<file path="config.mk">
export PLATFORM = sky130hd
export DESIGN_NAME = preamble_bnd_det
export DESIGN_NICKNAME = d
export VERILOG_FILES = /design/src/rtl/pbd_pkg.sv /design/src/rtl/pbd_pair_sum.sv /design/src/rtl/pbd_thresh.sv /design/src/rtl/pbd_seq.sv /design/src/rtl/preamble_bnd_det.sv
export SDC_FILE = /design/constraint.sdc
export NUM_CORES = 2
export LEC_CHECK = 0
export CAP_MARGIN = 20
export CORE_MARGIN = 2
export CORE_UTILIZATION = 40
export DETAILED_ROUTE_END_ITERATION = 16
export SLEW_MARGIN = 20
export SYNTH_ARGS = -nofsm -noshare
export SYNTH_HDL_FRONTEND = slang
export SYNTH_HIERARCHICAL = 1
export SYNTH_SLANG_ARGS = --single-unit
</file>
<file path="constraint.sdc">
create_clock -name clk -period 13.38 [get_ports clk]
set_clock_uncertainty 0.05 [all_clocks]
set_input_delay 1.338 -clock clk [delete_from_list [all_inputs] [get_ports clk]]
set_output_delay 1.338 -clock clk [all_outputs]
set_load 0.01 [all_outputs]
</file>
<file path="src/rtl/pbd_pkg.sv">
package pbd_pkg;

   typedef enum logic {
      ST_IDLE = 1'b0,
      ST_HUNT = 1'b1
   } pbd_state_e;

   // Maps a select code to a right-shift amount, saturating at max_sh.
   function automatic int shift_of(input int code, input int max_sh);
      int s;
      s = code + 1;
      return (s > max_sh) ? max_sh : s;
   endfunction

endpackage

</file>
<file path="src/rtl/pbd_pair_sum.sv">
module pbd_pair_sum #(
   parameter int CORR_W = 16,
   parameter int PWR_W  = 16,
   localparam int SUM_W  = CORR_W + 1,
   localparam int PSUM_W = PWR_W + 1
) (
   input  logic                     clk,
   input  logic                     rst_n,
   input  logic                     clear,
   input  logic                     take,
   input  logic signed [CORR_W-1:0] corr,
   input  logic        [PWR_W-1:0]  pwr,
   output logic                     pair_ok,
   output logic signed [SUM_W-1:0]  pair_corr,
   output logic        [PSUM_W-1:0] pair_pwr
);

   logic signed [CORR_W-1:0] prev_corr;
   logic        [PWR_W-1:0]  prev_pwr;
   logic                     have_prev;

   always_ff @(posedge clk) begin
      if (!rst_n) begin
         prev_corr <= '0;
         prev_pwr  <= '0;
         have_prev <= 1'b0;
      end else if (clear) begin
         have_prev <= 1'b0;
      end else if (take) begin
         prev_corr <= corr;
         prev_pwr  <= pwr;
         have_prev <= 1'b1;
      end
   end

   assign pair_ok   = have_prev;
   assign pair_corr = SUM_W'(corr) + SUM_W'(prev_corr);
   assign pair_pwr  = PSUM_W'(pwr) + PSUM_W'(prev_pwr);

endmodule

</file>
<file path="src/rtl/pbd_thresh.sv">
module pbd_thresh
   import pbd_pkg::*;
#(
   parameter int CORR_W    = 16,
   parameter int PWR_W     = 16,
   parameter int SEL_W     = 2,
   parameter int MAX_SHIFT = 3,
   localparam int SUM_W  = CORR_W + 1,
   localparam int PSUM_W = PWR_W + 1,
   localparam int PROD_W = SUM_W + PSUM_W + 1,
   localparam int NSEL   = 1 << SEL_W
) (
   input  logic                     clk,
   input  logic                     rst_n,
   input  logic                     clear,
   input  logic                     take,
   input  logic                     pair_ok,
   input  logic signed [SUM_W-1:0]  pair_corr,
   input  logic        [PSUM_W-1:0] pair_pwr,
   input  logic        [SEL_W-1:0]  sel,
   output logic                     below
);

   logic signed [SUM_W-1:0]  ref_corr;
   logic        [PSUM_W-1:0] ref_pwr;
   logic                     have_ref;

   // One scaled copy of the reference per select code.
   logic signed [SUM_W-1:0] scaled [NSEL];

   for (genvar v = 0; v < NSEL; v++) begin : g_scale
      localparam int SH = shift_of(v, MAX_SHIFT);
      assign scaled[v] = ref_corr >>> SH;
   end

   logic signed [SUM_W-1:0]  ref_sel;
   logic signed [PROD_W-1:0] a_ext, b_ext, c_ext, d_ext;
   logic signed [PROD_W-1:0] lhs, rhs;

   always_comb begin
      ref_sel = scaled[sel];
      a_ext   = {{(PROD_W-SUM_W){pair_corr[SUM_W-1]}}, pair_corr};
      b_ext   = {{(PROD_W-PSUM_W){1'b0}}, ref_pwr};
      c_ext   = {{(PROD_W-SUM_W){ref_sel[SUM_W-1]}}, ref_sel};
      d_ext   = {{(PROD_W-PSUM_W){1'b0}}, pair_pwr};
      lhs     = a_ext * b_ext;
      rhs     = c_ext * d_ext;
      below   = pair_ok && have_ref && (lhs < rhs);
   end

   always_ff @(posedge clk) begin
      if (!rst_n) begin
         ref_corr <= '0;
         ref_pwr  <= '0;
         have_ref <= 1'b0;
      end else if (clear) begin
         have_ref <= 1'b0;
      end else if (take && pair_ok && !below) begin
         ref_corr <= pair_corr;
         ref_pwr  <= pair_pwr;
         have_ref <= 1'b1;
      end
   end

endmodule

</file>
<file path="src/rtl/pbd_seq.sv">
module pbd_seq
   import pbd_pkg::*;
#(
   parameter int TIMEOUT_SYMS = 24,
   localparam int IDX_W = $clog2(TIMEOUT_SYMS)
) (
   input  logic             clk,
   input  logic             rst_n,
   input  logic             arm,
   input  logic             take,
   input  logic             below,
   output logic             hunting,
   output logic             bnd_pulse,
   output logic [IDX_W-1:0] bnd_index,
   output logic             tmo_pulse
);

   localparam logic [IDX_W-1:0] LAST_IDX = IDX_W'(TIMEOUT_SYMS - 1);

   pbd_state_e       state;
   logic [IDX_W-1:0] sym_cnt;

   always_ff @(posedge clk) begin
      if (!rst_n) begin
         state     <= ST_IDLE;
         sym_cnt   <= '0;
         bnd_pulse <= 1'b0;
         bnd_index <= '0;
         tmo_pulse <= 1'b0;
      end else begin
         bnd_pulse <= 1'b0;
         tmo_pulse <= 1'b0;
         if (arm) begin
            state   <= ST_HUNT;
            sym_cnt <= '0;
         end else if (take) begin
            if (below) begin
               bnd_pulse <= 1'b1;
               bnd_index <= sym_cnt;
               state     <= ST_IDLE;
            end else if (sym_cnt == LAST_IDX) begin
               tmo_pulse <= 1'b1;
               state     <= ST_IDLE;
            end else begin
               sym_cnt <= sym_cnt + 1'b1;
            end
         end
      end
   end

   assign hunting = (state == ST_HUNT);

endmodule

</file>
<file path="src/rtl/preamble_bnd_det.sv">
module preamble_bnd_det #(
   parameter int CORR_W       = 16,
   parameter int PWR_W        = 16,
   parameter int SEL_W        = 2,
   parameter int MAX_SHIFT    = 3,
   parameter int TIMEOUT_SYMS = 24,
   localparam int IDX_W  = $clog2(TIMEOUT_SYMS),
   localparam int SUM_W  = CORR_W + 1,
   localparam int PSUM_W = PWR_W + 1
) (
   input  logic                     clk,
   input  logic                     rst_n,
   input  logic                     arm_i,
   input  logic                     sym_valid_i,
   input  logic signed [CORR_W-1:0] corr_i,
   input  logic        [PWR_W-1:0]  pwr_i,
   input  logic        [SEL_W-1:0]  ratio_sel_i,
   output logic                     bnd_pulse_o,
   output logic        [IDX_W-1:0]  bnd_index_o,
   output logic                     tmo_pulse_o
);

   if (CORR_W < 2) begin : g_bad_corr
      $error("CORR_W must be at least 2");
   end
   if (PWR_W < 1) begin : g_bad_pwr
      $error("PWR_W must be at least 1");
   end
   if (MAX_SHIFT < 1 || MAX_SHIFT >= SUM_W) begin : g_bad_shift
      $error("MAX_SHIFT must lie in 1..CORR_W");
   end
   if (TIMEOUT_SYMS < 3) begin : g_bad_tmo
      $error("TIMEOUT_SYMS must be at least 3");
   end

   logic                     hunting;
   logic                     take;
   logic                     pair_ok;
   logic signed [SUM_W-1:0]  pair_corr;
   logic        [PSUM_W-1:0] pair_pwr;
   logic                     below;

   assign take = sym_valid_i && hunting && !arm_i;

   pbd_pair_sum #(.CORR_W(CORR_W), .PWR_W(PWR_W)) u_pair (
      .clk       (clk),
      .rst_n     (rst_n),
      .clear     (arm_i),
      .take      (take),
      .corr      (corr_i),
      .pwr       (pwr_i),
      .pair_ok   (pair_ok),
      .pair_corr (pair_corr),
      .pair_pwr  (pair_pwr)
   );

   pbd_thresh #(
      .CORR_W(CORR_W), .PWR_W(PWR_W), .SEL_W(SEL_W), .MAX_SHIFT(MAX_SHIFT)
   ) u_thr (
      .clk       (clk),
      .rst_n     (rst_n),
      .clear     (arm_i),
      .take      (take),
      .pair_ok   (pair_ok),
      .pair_corr (pair_corr),
      .pair_pwr  (pair_pwr),
      .sel       (ratio_sel_i),
      .below     (below)
   );

   pbd_seq #(.TIMEOUT_SYMS(TIMEOUT_SYMS)) u_seq (
      .clk       (clk),
      .rst_n     (rst_n),
      .arm       (arm_i),
      .take      (take),
      .below     (below),
      .hunting   (hunting),
      .bnd_pulse (bnd_pulse_o),
      .bnd_index (bnd_index_o),
      .tmo_pulse (tmo_pulse_o)
   );

endmodule

</file>
Word-level counts from Yosys, hierarchy flattened
Cells that the tools add are included.

Output and inout bits: 7. Input port bits: 38. Register bits after elaboration: 81. Logic and storage cells: 52.

Bitwise gates (word level): 6. Reductions and logical operators: 18. Magnitude comparators: 2. Multipliers: 2. Mux-type cells: 9. Add/subtract/negate cells: 3. Equal/unequal tests: 1.

Operator list (number): multiplier 17 x 18 -> 35 bit (2); less-than comparator 35 bit (1); adder 16 x 16 -> 17 bit (2); binary-select mux 17 bit (select 2 bit) (1); two-way mux 17 bit (2); logical AND 1 bit (6); two-way mux 1 bit (6); AND reduction 2 bit (3); AND reduction 3 bit (2); adder 5 x 1 -> 5 bit, second input constant (1); == test 5 bit, second input constant (1); inverter 1 bit (5); OR reduction 4 bit (1); >= comparator 3 bit, second input constant (1); inverter 2 -> 3 bit (1); nonzero test 3 bit (1); OR reduction 3 bit (1); zero test 1 bit (2); nonzero test 2 bit (1); OR reduction 2 bit (1).

Logic depth before layout (Yosys ltp)
Depth after elaboration: 10. Depth in mapped cells: 44. Gate-level depth less buffers: 41.

Hierarchy
The synthesis kept the hierarchy.

By module, submodules not included: pbd_thresh (area each 22200.0 um^2, sequential area each 680.7 um^2, cells each 2591, times used 1); pbd_pair_sum (area each 2706.3 um^2, sequential area each 660.6 um^2, cells each 344, times used 1); pbd_seq (area each 551.8 um^2, sequential area each 260.2 um^2, cells each 55, times used 1); preamble_bnd_det (area each 8.8 um^2, sequential area each 0.0 um^2, cells each 1, times used 1).

Worst setup path before layout
No wires, ideal clock.

Kind: input-to-reg. Start: input corr_i[0]. End: register u_seq.sym_cnt[4]. Buffers on the path: 3. Arrival time: 10.681 ns. Library setup time: 0.070 ns. Path slack: 2.579 ns. Required time: 13.260 ns. Stages: 42. Cells stage by stage: ha_1 fa_1 a211oi_1 o21bai_1 o41ai_1 nand2_1 xor2_1 clkbuf_1 clkbuf_1 nand2_1 fa_1 inv_1 fa_1 inv_1 fa_1 inv_1 fa_1 fa_1 [6 not listed] a211oi_2 o2111ai_2 nand2b_1 a311oi_1 xnor2_1 ha_1 and4_1 nand3_1 nor2_1 and3_1 a22oi_2 nand2_1 xnor2_1 and3_1 nand2b_1 clkbuf_1 or4_1 a21oi_1.

Word-level cells in the longest chain between the ends: 6.

Ends and longest elaborated chain: start: declaration (RTL line preamble_bnd_det.sv:15) `input logic signed [CORR_W-1:0] corr_i,`; adder 16 x 16 -> 17 bit (RTL line pbd_pair_sum.sv:37) `assign pair_corr = SUM_W'(corr) + SUM_W'(prev_corr);`; named net pair_corr[10] (RTL line preamble_bnd_det.sv:39) `logic signed [SUM_W-1:0] pair_corr;`; multiplier 17 x 18 -> 35 bit (RTL line pbd_thresh.sv:46) `lhs = a_ext * b_ext;`; less-than comparator 35 bit (RTL line pbd_thresh.sv:48) `below = pair_ok && have_ref && (lhs < rhs);`; logical AND 1 bit (RTL line pbd_thresh.sv:48); named net below (RTL line preamble_bnd_det.sv:41) `logic below;`; inverter 1 bit (no line); AND reduction 3 bit (no line); end signal: assignment (RTL line pbd_seq.sv:45) `sym_cnt <= sym_cnt + 1'b1;`; end: declaration (RTL line pbd_seq.sv:21) `logic [IDX_W-1:0] sym_cnt;`.

The timed path passes the listed nets, and every way through them passes these cells. A chain may end at the register's enable or synchronous reset.

Worst setup path in the final report
Same ends and word-level chain as after synthesis.

==> flow_summary.toml <==
[outcome]
run_status = "completed"

[global_routing]
grt_max_degree = 72
antenna_found_initial = 1
first_pass_grt_wire_length_um = 107000
grt_pass1_vias = 20300
grt.overflow.total = 0
groute.usage.overall_pct = 20.3

[yosys]
synth_enable_flop_cells = 0
postSynth.topFlopCell = "sky130_fd_sc_hd__dfxtp_1"
synth_async_sr_flop_share_pct = 0
post_synth_num_cell_types = 77
synth_area_per_cell_um2 = 8.51
yosysSeqAreaShare_pct = 6.29
ys_warn_count = 6
ys_seq_elements = 80
synth_area_um2 = 25500
postSynthNetCount = 3802
syn_inst = 2991

[critical_path]
max_stage_delay_ps = 570
critical_path.max_fanout = 13
critical_path.startpoint_type = "input port"
crit_type = "in -> reg"
timing.critical_path.to_type = "flip-flop"
arrival_time_of_the_worst_setup_path_ps = 12400
required_ps = 13630
path_common_cell = "sky130_fd_sc_hd__fa_1"
critical-path-slowest-cell = "sky130_fd_sc_hd__a41o_1"

[sta]
unrepaired_setup_endpoints_after_global_routing = "false"
final_hold_viol_count = 0
finalSetupViolCount = 0
final.period_utilization_pct = 90.8
drv_slew = 0
max_clock_freq_mhz = 82.3
worst_slew_pin_slew_ps = 1050
maxSlewHeadroom_pct = 29.8
fin_worst_hold_slack_ps = 417
totalNegativeSetupSlack_ps = 0
period_needed_ps = 12150

[run]
timing.max_cap.violations = 0

[cts]
cts_buffers = 9
postCtsSetupRepairBufs = 0
cts_tree = "yes"
post_cts.resized_instances = 0
clock_latency_ps = 370
maximum_clock_path_buffer_count = 2
cts_max_level = 3
cts_clock_pin_slew_for_the_worst_setup_and_hold_paths_ps = 80
clock-sinks = 80
holdBufCountCts = 0
cts_root_buffer = "sky130_fd_sc_hd__clkbuf_16"

[cells_and_area]
seq_area_um2 = 1600
layout_overhead_on_the_synthesized_area_pct = 7.05
final_nets = 3795
filler_instances = 6317
multi_input_area_um2 = 21100
design_area_um2 = 27300
most_frequent_standard_cell_in_the_layout_excluding_fill_and_tap_cells = "sky130_fd_sc_hd__inv_1"
layout_cells_sized_above_1_pct = 3.35
antenna_cells = 0
most-common-layout-cells = "sky130_fd_sc_hd__inv_1 (624), sky130_fd_sc_hd__fa_1 (450), sky130_fd_sc_hd__nand2_1 (376), sky130_fd_sc_hd__ha_1 (323), sky130_fd_sc_hd__and2_1 (201)"

[floorplan]
placement_rows = 92
design.portCount = 45
design.core.area_um2 = 63000
effective_utilization_at_floorplan_pct = 40.4
die_w_um = 256
design.die.area_um2 = 65700
die_height_um = 256

[pwr]
static_leak_nw = 13.8
irDropWorstVdd_uv = 41.3
pwr_density_nw_per_um2 = 28.9
total_power_w = 0.000788

[worst_hold_path]
hold_path_class = "reg -> reg"

[drt]
drt_iter0_drc = 1046
drc_errors = 0
drt-wirelength-per-cell_um = 16.6
drt_wl_total_um = 63800
routed-via-count = 19300
drtAntennaViolNets = 0
detailedRoute.firstPassIterationCount = 5
via_count_normalized_by_instance_count = 5.03

[placed_design]
place.gp.congestion = 0.872
dp_hpwl_um = 49900
placedInstanceArea_um2 = 27000
io_buffers = 44
==> flip-flops by register name, indices dropped and copies added (netlist names) <==
signal and flops:
u_thr/ref_pwr 17, u_pair/prev_corr 16, u_pair/prev_pwr 16, u_thr/ref_corr 16
u_seq/bnd_index 5, u_seq/sym_cnt 5, u_pair/pair_ok 1, u_seq/bnd_pulse 1
u_seq/hunting 1, u_seq/tmo_pulse 1, u_thr/have_ref 1
==> cell families after synthesis <==
group,after synthesis,share of synthesized area (%)
AO/OA/AOI/OAI,372,9.64
XOR/XNOR,83,2.85
adder cells (fa/ha/maj),773,51.2
buffers and inverters,742,11.1
flip-flops,80,6.29
multiplexers,20,0.806
AND/OR/NAND/NOR,921,18.0
==> metal layers <==
metal,GRT usage (%),wire [um]
met1,27.5,29300
met2,34.9,30800
met3,1.74,2340
met5,0,0
met4,4.87,1290
==> worst paths after layout <==
path / startpoint / endpoint / slack (ps) / cells past startpoint
worst max-delay path: corr_i[0] / u_seq/sym_cnt[4] / 1230 / 42
worst min-delay path: u_seq/hunting / u_seq/hunting / 420 / 2
worst min register to register: u_seq/hunting / u_seq/hunting / 420 / 2
worst max register to register: u_pair/prev_corr[0] / u_seq/sym_cnt[4] / 2360 / 41
==> critical path, delay by kind of cell <==
| kind | cells | cell delay, ps |
|---|---|---|
| xor gates and xnor gates | 2 | 290 |
| AOI/OAI and AO/OA | 13 | 3320 |
| and+or+nand+nor | 11 | 2250 |
| adders and majority gates | 10 | 4120 |
| buffers and inverters | 6 | 1090 |
==> through the flow <==
stage	instances	worst slack (ps)	util, %
2_1_floorplan	2991	2580	-
3_3_place_gp	3819	1150	42.8
3_5_place_dp	3819	925	42.8
4_1_cts	3834	1280	43.3
5_1_grt	3834	305	43.3
6_report	3834	1230	43.3
==> cells in the mapped netlist, drive strengths merged (3+ instances only) <==
| cell | n | area (um^2) |
|---|---|---|
| nor3b | 4 | 30.0 |
| o31ai | 6 | 55.1 |
| and2 | 201 | 1260 |
| or4 | 3 | 22.5 |
| a311oi | 3 | 26.3 |
| mux2i | 19 | 190 |
| nor3 | 9 | 45.0 |
| a41o | 3 | 30.0 |
| o41ai | 3 | 26.3 |
| nor2b | 114 | 713 |
| a21oi | 90 | 454 |
| nand4 | 14 | 87.6 |
| dfxtp | 80 | 1600 |
| fa | 450 | 9010 |
| a211oi | 14 | 115 |
| o211ai | 8 | 60.1 |
| clkbuf | 100 | 375 |
| inv | 625 | 2350 |
| xnor2 | 55 | 482 |
| a211o | 3 | 26.3 |
| nor2 | 76 | 285 |
| o21ai | 93 | 465 |
| ha | 323 | 4040 |
| a221oi | 5 | 61.3 |
| nand2 | 377 | 1420 |
| a21o | 46 | 345 |
| and3 | 10 | 62.6 |
| a31oi | 10 | 77.6 |
| and4 | 3 | 27.5 |
| buf | 15 | 103 |
| o21a | 20 | 151 |
| a41oi | 3 | 33.8 |
| nand3 | 51 | 255 |
| xor2 | 28 | 245 |
| nand2b | 49 | 307 |
| a21boi | 35 | 263 |
| o21bai | 14 | 105 |
==> final cells by class <==
| type | instances | share of cell area, % |
|---|---|---|
| multi-input cells | 2169 | 77.4 |
| inverters | 627 | 8.63 |
| flip-flops and latches | 80 | 5.87 |
| well taps | 846 | 3.88 |
| repair buffers | 97 | 3.09 |
| clock buffers | 10 | 0.840 |
| clock inverters | 5 | 0.303 |
==> report_power, final <==
part | total, W | switching, W | internal [W] | leakage (nW)
sequential | 0.000242 | 0.00000175 | 0.000240 | 0.646
clock | 0.000283 | 0.000119 | 0.000163 | 0.153
combinational | 0.000263 | 0.000167 | 0.0000959 | 13.0
total | 0.000788 | 0.000288 | 0.000500 | 13.8
Note: power is estimated with default switching activity, not from simulation.
